--- config.mk ---
export PLATFORM = sky130hd
export DESIGN_NAME = quad_coinc_trig
export DESIGN_NICKNAME = d
export VERILOG_FILES = /design/src/rtl/qct_pkg.sv /design/src/rtl/qct_chan_store.sv /design/src/rtl/qct_pair_eval.sv /design/src/rtl/qct_arbiter.sv /design/src/rtl/quad_coinc_trig.sv
export SDC_FILE = /design/constraint.sdc
export NUM_CORES = 2
export LEC_CHECK = 0
export ABC_AREA = 1
export ABC_CLOCK_PERIOD_IN_PS = 18880
export BUFFER_PORTS_ARGS = -buffer_cell sky130_fd_sc_hd__buf_2
export CELL_PAD_IN_SITES_DETAIL_PLACEMENT = 1
export CELL_PAD_IN_SITES_GLOBAL_PLACEMENT = 2
export CORE_AREA = 5 5 420 422
export DETAILED_ROUTE_END_ITERATION = 12
export DIE_AREA = 0 0 425 427
export GPL_TIMING_DRIVEN = 0
export PLACE_DENSITY = 0.95
export SETUP_SLACK_MARGIN = 0.15
export SKIP_CTS_REPAIR_TIMING = 1
export SYNTH_ARGS = -nofsm -noshare
export SYNTH_HDL_FRONTEND = slang
export SYNTH_SLANG_ARGS = --single-unit
--- constraint.sdc ---
create_clock -name clk_i -period 18.88 [get_ports clk_i]
set_input_delay 2.832 -clock clk_i [delete_from_list [all_inputs] [get_ports clk_i]]
set_output_delay 2.832 -clock clk_i [all_outputs]
set_load 0.05 [all_outputs]
--- src/rtl/qct_pkg.sv ---
package qct_pkg;
  localparam int unsigned N_PAIR = 4;
  localparam int unsigned N_CH   = 2 * N_PAIR;
  localparam int unsigned IDX_W  = $clog2(N_PAIR);
  localparam int unsigned CNT_W  = $clog2(N_PAIR + 1);

  typedef enum logic [1:0] {
    SRC_NONE,
    SRC_BOTH,
    SRC_V_NEW,
    SRC_H_NEW
  } coinc_src_e;
endpackage

--- src/rtl/qct_chan_store.sv ---
module qct_chan_store #(
  parameter int unsigned TS_W   = 16,
  parameter int unsigned HOLD_W = 8
) (
  input  logic              clk_i,
  input  logic              rst_ni,
  input  logic              new_i,
  input  logic [TS_W-1:0]   ts_i,
  input  logic [HOLD_W-1:0] hold_i,
  output logic              vld_o,
  output logic [TS_W-1:0]   ts_o
);
  logic [HOLD_W-1:0] age_q;
  logic [TS_W-1:0]   ts_q;

  always_ff @(posedge clk_i or negedge rst_ni) begin
    if (!rst_ni) begin
      age_q <= '0;
      ts_q  <= '0;
    end else if (new_i) begin
      age_q <= hold_i;
      ts_q  <= ts_i;
    end else if (age_q != '0) begin
      age_q <= age_q - 1'b1;
    end
  end

  assign vld_o = (age_q != '0);
  assign ts_o  = ts_q;

  AST_ENTRY_EXPIRES: assert property (@(posedge clk_i) disable iff (!rst_ni)
    (!$past(new_i) && ($past(age_q) == '0)) |-> !vld_o);
endmodule

--- src/rtl/qct_pair_eval.sv ---
module qct_pair_eval
  import qct_pkg::*;
#(
  parameter int unsigned TS_W = 16
) (
  input  logic [TS_W-1:0] win_i,
  input  logic            v_new_i,
  input  logic [TS_W-1:0] v_ts_i,
  input  logic            v_st_vld_i,
  input  logic [TS_W-1:0] v_st_ts_i,
  input  logic            h_new_i,
  input  logic [TS_W-1:0] h_ts_i,
  input  logic            h_st_vld_i,
  input  logic [TS_W-1:0] h_st_ts_i,
  input  logic            v_hi_new_i,
  input  logic            v_hi_vld_i,
  input  logic [TS_W-1:0] v_hi_ts_i,
  input  logic            h_hi_new_i,
  input  logic            h_hi_vld_i,
  input  logic [TS_W-1:0] h_hi_ts_i,
  output logic            ok_o,
  output logic [TS_W-1:0] ts_o
);
  function automatic logic [TS_W-1:0] cdist(input logic [TS_W-1:0] a, input logic [TS_W-1:0] b);
    logic [TS_W-1:0] d;
    d = a - b;
    return d[TS_W-1] ? (~d + 1'b1) : d;
  endfunction

  function automatic logic [TS_W-1:0] clater(input logic [TS_W-1:0] a, input logic [TS_W-1:0] b);
    logic [TS_W-1:0] d;
    d = a - b;
    return d[TS_W-1] ? b : a;
  endfunction

  logic       both_c, vs_c, hs_c, veto_c;
  coinc_src_e src;

  assign both_c = v_new_i && h_new_i    && (cdist(v_ts_i, h_ts_i)    < win_i);
  assign vs_c   = v_new_i && h_st_vld_i && (cdist(v_ts_i, h_st_ts_i) < win_i);
  assign hs_c   = h_new_i && v_st_vld_i && (cdist(h_ts_i, v_st_ts_i) < win_i);

  always_comb begin
    src  = SRC_NONE;
    ts_o = '0;
    if (both_c) begin
      src  = SRC_BOTH;
      ts_o = clater(v_ts_i, h_ts_i);
    end else if (vs_c) begin
      src  = SRC_V_NEW;
      ts_o = clater(v_ts_i, h_st_ts_i);
    end else if (hs_c) begin
      src  = SRC_H_NEW;
      ts_o = clater(h_ts_i, v_st_ts_i);
    end
  end

  // multi-track veto: any high-threshold hit of the pair near the trigger time
  always_comb begin
    veto_c = 1'b0;
    if (v_hi_new_i && (cdist(v_ts_i, ts_o)    < win_i)) veto_c = 1'b1;
    if (v_hi_vld_i && (cdist(v_hi_ts_i, ts_o) < win_i)) veto_c = 1'b1;
    if (h_hi_new_i && (cdist(h_ts_i, ts_o)    < win_i)) veto_c = 1'b1;
    if (h_hi_vld_i && (cdist(h_hi_ts_i, ts_o) < win_i)) veto_c = 1'b1;
  end

  assign ok_o = (src != SRC_NONE) && !veto_c;
endmodule

--- src/rtl/qct_arbiter.sv ---
module qct_arbiter #(
  parameter int unsigned NP     = 4,
  parameter int unsigned TS_W   = 16,
  parameter int unsigned DEAD_W = 8,
  localparam int unsigned IW    = $clog2(NP)
) (
  input  logic             clk_i,
  input  logic             rst_ni,
  input  logic [NP-1:0]    ok_i,
  input  logic [NP*TS_W-1:0] ts_i,
  input  logic [DEAD_W-1:0] dead_i,
  output logic             trig_o,
  output logic [TS_W-1:0]  trig_ts_o,
  output logic [IW-1:0]    trig_idx_o
);
  logic          sel_vld, fire;
  logic [IW-1:0] sel_idx;
  logic [TS_W-1:0] sel_ts;
  logic [DEAD_W-1:0] dead_q;
  logic          trig_q;
  logic [TS_W-1:0] ts_q;
  logic [IW-1:0] idx_q;

  always_comb begin
    sel_vld = 1'b0;
    sel_idx = '0;
    for (int i = NP - 1; i >= 0; i--) begin
      if (ok_i[i]) begin
        sel_vld = 1'b1;
        sel_idx = IW'(i);
      end
    end
  end

  assign sel_ts = ts_i[sel_idx*TS_W +: TS_W];
  assign fire   = sel_vld && (dead_q == '0);

  always_ff @(posedge clk_i or negedge rst_ni) begin
    if (!rst_ni) begin
      trig_q <= 1'b0;
      ts_q   <= '0;
      idx_q  <= '0;
      dead_q <= '0;
    end else begin
      trig_q <= fire;
      ts_q   <= fire ? sel_ts : '0;
      idx_q  <= fire ? sel_idx : '0;
      if (fire)                dead_q <= dead_i;
      else if (dead_q != '0)   dead_q <= dead_q - 1'b1;
    end
  end

  assign trig_o     = trig_q;
  assign trig_ts_o  = ts_q;
  assign trig_idx_o = idx_q;

  AST_DEAD_QUIET: assert property (@(posedge clk_i) disable iff (!rst_ni)
    (trig_o && (dead_i != '0)) |=> !trig_o);

  AST_LOWEST_PAIR: assert property (@(posedge clk_i) disable iff (!rst_ni)
    trig_o |-> (($past(ok_i) & ~({NP{1'b1}} << trig_idx_o)) == '0));

  AST_TRIG_HAS_CAUSE: assert property (@(posedge clk_i) disable iff (!rst_ni)
    trig_o |-> ($past(ok_i) != '0));
endmodule

--- src/rtl/quad_coinc_trig.sv ---
module quad_coinc_trig
  import qct_pkg::*;
#(
  parameter int unsigned TS_W    = 16,
  parameter int unsigned HOLD_W  = 8,
  parameter int unsigned DEAD_W  = 8,
  parameter int unsigned WIN_RST = 40
) (
  input  logic                 clk_i,
  input  logic                 rst_ni,
  input  logic [N_CH-1:0]      hit_vld_i,
  input  logic [N_CH-1:0]      hi_vld_i,
  input  logic [N_CH*TS_W-1:0] hit_ts_i,
  input  logic                 cfg_win_we_i,
  input  logic [TS_W-1:0]      cfg_win_i,
  input  logic [HOLD_W-1:0]    cfg_hold_i,
  input  logic [DEAD_W-1:0]    cfg_dead_i,
  output logic                 trig_o,
  output logic [TS_W-1:0]      trig_ts_o,
  output logic [IDX_W-1:0]     trig_pair_o,
  output logic [CNT_W-1:0]     cnt_v_o,
  output logic [CNT_W-1:0]     cnt_h_o
);
  logic [TS_W-1:0]        win_q;
  logic [N_CH-1:0]        lo_vld, hi_vld;
  logic [N_CH*TS_W-1:0]   lo_ts, hi_ts;
  logic [N_PAIR-1:0]      pair_ok;
  logic [N_PAIR*TS_W-1:0] pair_ts;
  logic [CNT_W-1:0]       cnt_v_q, cnt_h_q;

  always_ff @(posedge clk_i or negedge rst_ni) begin
    if (!rst_ni)           win_q <= TS_W'(WIN_RST);
    else if (cfg_win_we_i) win_q <= cfg_win_i;
  end

  for (genvar c = 0; c < N_CH; c++) begin : g_lane
    qct_chan_store #(.TS_W(TS_W), .HOLD_W(HOLD_W)) u_lo (
      .clk_i (clk_i),
      .rst_ni(rst_ni),
      .new_i (hit_vld_i[c]),
      .ts_i  (hit_ts_i[c*TS_W +: TS_W]),
      .hold_i(cfg_hold_i),
      .vld_o (lo_vld[c]),
      .ts_o  (lo_ts[c*TS_W +: TS_W])
    );
    qct_chan_store #(.TS_W(TS_W), .HOLD_W(HOLD_W)) u_hi (
      .clk_i (clk_i),
      .rst_ni(rst_ni),
      .new_i (hi_vld_i[c]),
      .ts_i  (hit_ts_i[c*TS_W +: TS_W]),
      .hold_i(cfg_hold_i),
      .vld_o (hi_vld[c]),
      .ts_o  (hi_ts[c*TS_W +: TS_W])
    );
  end

  for (genvar p = 0; p < N_PAIR; p++) begin : g_pair
    localparam int unsigned VC = p;
    localparam int unsigned HC = p + N_PAIR;
    qct_pair_eval #(.TS_W(TS_W)) u_eval (
      .win_i     (win_q),
      .v_new_i   (hit_vld_i[VC]),
      .v_ts_i    (hit_ts_i[VC*TS_W +: TS_W]),
      .v_st_vld_i(lo_vld[VC]),
      .v_st_ts_i (lo_ts[VC*TS_W +: TS_W]),
      .h_new_i   (hit_vld_i[HC]),
      .h_ts_i    (hit_ts_i[HC*TS_W +: TS_W]),
      .h_st_vld_i(lo_vld[HC]),
      .h_st_ts_i (lo_ts[HC*TS_W +: TS_W]),
      .v_hi_new_i(hi_vld_i[VC]),
      .v_hi_vld_i(hi_vld[VC]),
      .v_hi_ts_i (hi_ts[VC*TS_W +: TS_W]),
      .h_hi_new_i(hi_vld_i[HC]),
      .h_hi_vld_i(hi_vld[HC]),
      .h_hi_ts_i (hi_ts[HC*TS_W +: TS_W]),
      .ok_o      (pair_ok[p]),
      .ts_o      (pair_ts[p*TS_W +: TS_W])
    );

    AST_FRESH_HIT: assert property (@(posedge clk_i) disable iff (!rst_ni)
      pair_ok[p] |-> (hit_vld_i[VC] || hit_vld_i[HC]));
  end

  qct_arbiter #(.NP(N_PAIR), .TS_W(TS_W), .DEAD_W(DEAD_W)) u_arb (
    .clk_i     (clk_i),
    .rst_ni    (rst_ni),
    .ok_i      (pair_ok),
    .ts_i      (pair_ts),
    .dead_i    (cfg_dead_i),
    .trig_o    (trig_o),
    .trig_ts_o (trig_ts_o),
    .trig_idx_o(trig_pair_o)
  );

  always_ff @(posedge clk_i or negedge rst_ni) begin
    if (!rst_ni) begin
      cnt_v_q <= '0;
      cnt_h_q <= '0;
    end else begin
      cnt_v_q <= CNT_W'($countones(hit_vld_i[N_PAIR-1:0]));
      cnt_h_q <= CNT_W'($countones(hit_vld_i[N_CH-1:N_PAIR]));
    end
  end

  assign cnt_v_o = cnt_v_q;
  assign cnt_h_o = cnt_h_q;

  AST_CNT_BOUND: assert property (@(posedge clk_i) disable iff (!rst_ni)
    (cnt_v_o <= CNT_W'(N_PAIR)) && (cnt_h_o <= CNT_W'(N_PAIR)));
endmodule

==> flow_summary.ini <==
[run_status]
outcome = finished, final reports clean

[detailed_routing]
wl_per_cell_um = 21.3
vias = 73600
wirelength_um = 286000
final_antenna_net_count = 0
drtIter0Drc = 4639
drtPass1Iterations = 6
post_drt_via_cell_ratio = 5.49
drcViolationCount = 0

[synth]
synthCells = 10800
synth_fa_ha_area_share_pct = 17.7
syn_nets = 11900
yosysSeqAreaShare_pct = 16.2
synth_top_family_by_area = simple AND/OR/NAND/NOR gates
synth-compound-area-share_pct = 12.1
ys_types = 66
synth_xor_area_share_pct = 9.31
ys_ff_latch = 433
synth_mux_area_share_pct = 0.107
syn_area_um2 = 66800
yosys.area_share.simple_pct = 34.2
avgSynthCellArea_um2 = 6.21
ys_warn_count = 0

[critical_path]
worstPathRequired_ps = 19380
arrival_ps = 13670
crit_slowest_cell = nor4_1
path_class = input port to register
start_kind = input port
critical-path-top-cell-by-count = nand2_1
crit_fanout = 10
max_stage_delay_ps = 600
critPathCaptureType = register

[clocking]
cts-root-buf = clkbuf_16
clk_pin_slew_ps = 60
htree_levels = 2
cts_max_path_buffers = 3
clock_latency_ps = 710
cts-buffers-inserted = 56
cts_tree = built
cts.sinks = 433

[power]
total_power_w = 0.0113
power.leakage_nw = 39.7
ir_drop_v = 0.0000817
p_per_area_nw_per_um2 = 155

[placement]
post-place-ws_ps = 5390
hpwlAfterDp_um = 227000
gp_congestion = 0.985
dp.cells = 13300
portBuffers = 187

[layout]
nNetsFinal = 12100
syn_to_final_growth_pct = 9.45
n_fill_cell = 23500
final_common_cell = nand2_1
post-route-util_pct = 42.4
final_cell_mix = nand2_1, inv_1, ha_1, nand3_1, nor2_1
final_cells = 13400
drive_gt1_share_pct = 5.09

[floorplan]
die_y_um = 427
row_count = 153
start_util_pct = 38.7
coreArea_um2 = 173000
die_w_um = 425
io_pins = 204
die-area_um2 = 181000

[sta]
finalSetupViolations = 0
min_period_over_period_pct = 69.8
period_minus_slack_ps = 13170
grt_setup_unrepaired = false
final_max_slew_viol_count = 0
setup_slack_ps = 5710
timing.fmax_mhz = 75.9
slew_headroom_pct = 19.8
max_slew.worst_pin.slew_ps = 1190
setup_tns_ps = 0
finClkSkew_ps = 30.0
hold_viol = 0

[grt]
grtUsageTotal_pct = 30.5
grt-ovfl-total = 0
grt_max_degree = 120
antenna_found_initial = 8
grt_pass1_wl_um = 434000
grt_pass1_vias = 75300

[flow_run]
maxCapViolations = 0

[hold_path]
holdCritPathClass = register to register
## power by group
part	internal, W	switching [W]
sequential	0.00103	0.0000770
clock	0.000646	0.000493
combinational	0.00308	0.00601
## metrics by stage
stage / area [um^2] / hold slack [ps]
2_1_floorplan: 66800 / 448
5_1_grt: 73100 / 504
3_3_place_gp: 70700 / 474
3_5_place_dp: 71200 / 483
4_1_cts: 73100 / 495
6_report: 73200 / 497
## sequential cells by signal, summed over array words and instances, names as in the netlist
signal / cells
g_lane.u_lo.age_q: 64
u_arb.trig_idx_o: 2
cnt_h_o: 3
u_arb.dead_q: 8
u_arb.trig_ts_o: 16
u_arb.trig_o: 1
g_lane.u_lo.ts_o: 128
g_lane.u_hi.ts_o: 128
win_q: 16
cnt_v_o: 3
g_lane.u_hi.age_q: 64
## kinds of logic after synthesis
logic type               count (synthesis)
AND/OR/NAND/NOR                       5470
buffers and inverters                 1778
AO/OA/AOI/OAI                         1438
adder cells (fa/ha/maj)                928
XOR/XNOR                               708
flip-flops                             433
multiplexers                             7
## synth_stat cells (all sizes together)
cell	instances	area [um^2]
xor2	472	4140
o211ai	63	473
nor4	24	150
nand3	843	4350
clkinv	5	18.8
nand2	3422	13000
or3	7	43.8
nor3	130	676
nand3b	31	244
a221oi	3	26.3
nor2	801	3060
a211oi	22	180
o21a	36	270
clkbuf	92	347
o21bai	29	218
a21boi	32	248
fa	30	601
inv	1568	5890
dfrtp	431	10800
a21oi	564	2850
a31o	4	35.0
nand4	163	1040
o2bb2ai	1	8.76
xnor2	236	2080
o221ai	29	254
a31oi	24	150
o2111ai	3	26.3
and2	9	56.3
a22oi	12	90.1
dfstp	2	52.6
and3	8	50.1
ha	898	11200
or2	27	169
mux2i	6	60.1
o22ai	48	300
a21o	32	240
mux2	1	11.3
o21ai	528	2650
o31ai	8	60.1
buf	113	701
nor3b	5	37.5
## metal layers
metal  vias to the layer above  part of all wire, %  global-route usage, %
li1                      35300                    -                      -
met1                     35800                   42                   37.7
met2                      1816                   47                   53.0
met3                       592                  4.9                   3.66
met4                         2                  5.3                   14.2
met5                         -               0.0045                      0
## worst max-delay path, delay by kind of cell
kind | cells | cell delay [ps]
AND/OR/NAND/NOR | 29 | 5390
AO/OA/AOI/OAI | 7 | 1390
buffers and inverters | 7 | 1730
XOR/XNOR | 3 | 760
adder cells (fa/ha/maj) | 5 | 1530
## worst paths after layout
kind,start,to,slack [ps],depth (start not counted)
max reg2reg,g_lane[4].u_lo.ts_o[0],u_arb.trig_ts_o[7],8070,52
min in group asynchronous,rst_ni,g_lane[6].u_lo.ts_o[3],2220,1
max in group asynchronous,rst_ni,g_lane[4].u_lo.ts_o[10],14470,4
min reg2reg,g_lane[6].u_hi.ts_o[2],g_lane[6].u_hi.ts_o[2],500,2
min,g_lane[6].u_hi.ts_o[2],g_lane[6].u_hi.ts_o[2],500,2
max,hit_ts_i[48],u_arb.trig_ts_o[7],5710,51
## cell type report
cell class | count | area (um^2) | area share (%)
multi-input cells | 8551 | 49100 | 67.0
flip-flops and latches | 433 | 10800 | 14.8
inverters | 1573 | 5940 | 8.12
well taps | 2325 | 2910 | 3.98
clock buffers | 80 | 1630 | 2.23
repair buffers | 207 | 1450 | 1.99
plain buffers | 205 | 1050 | 1.43
clock inverters | 23 | 264 | 0.361
diodes | 9 | 22.5 | 0.0308
No activity file was read; power rests on OpenSTA's default activity.
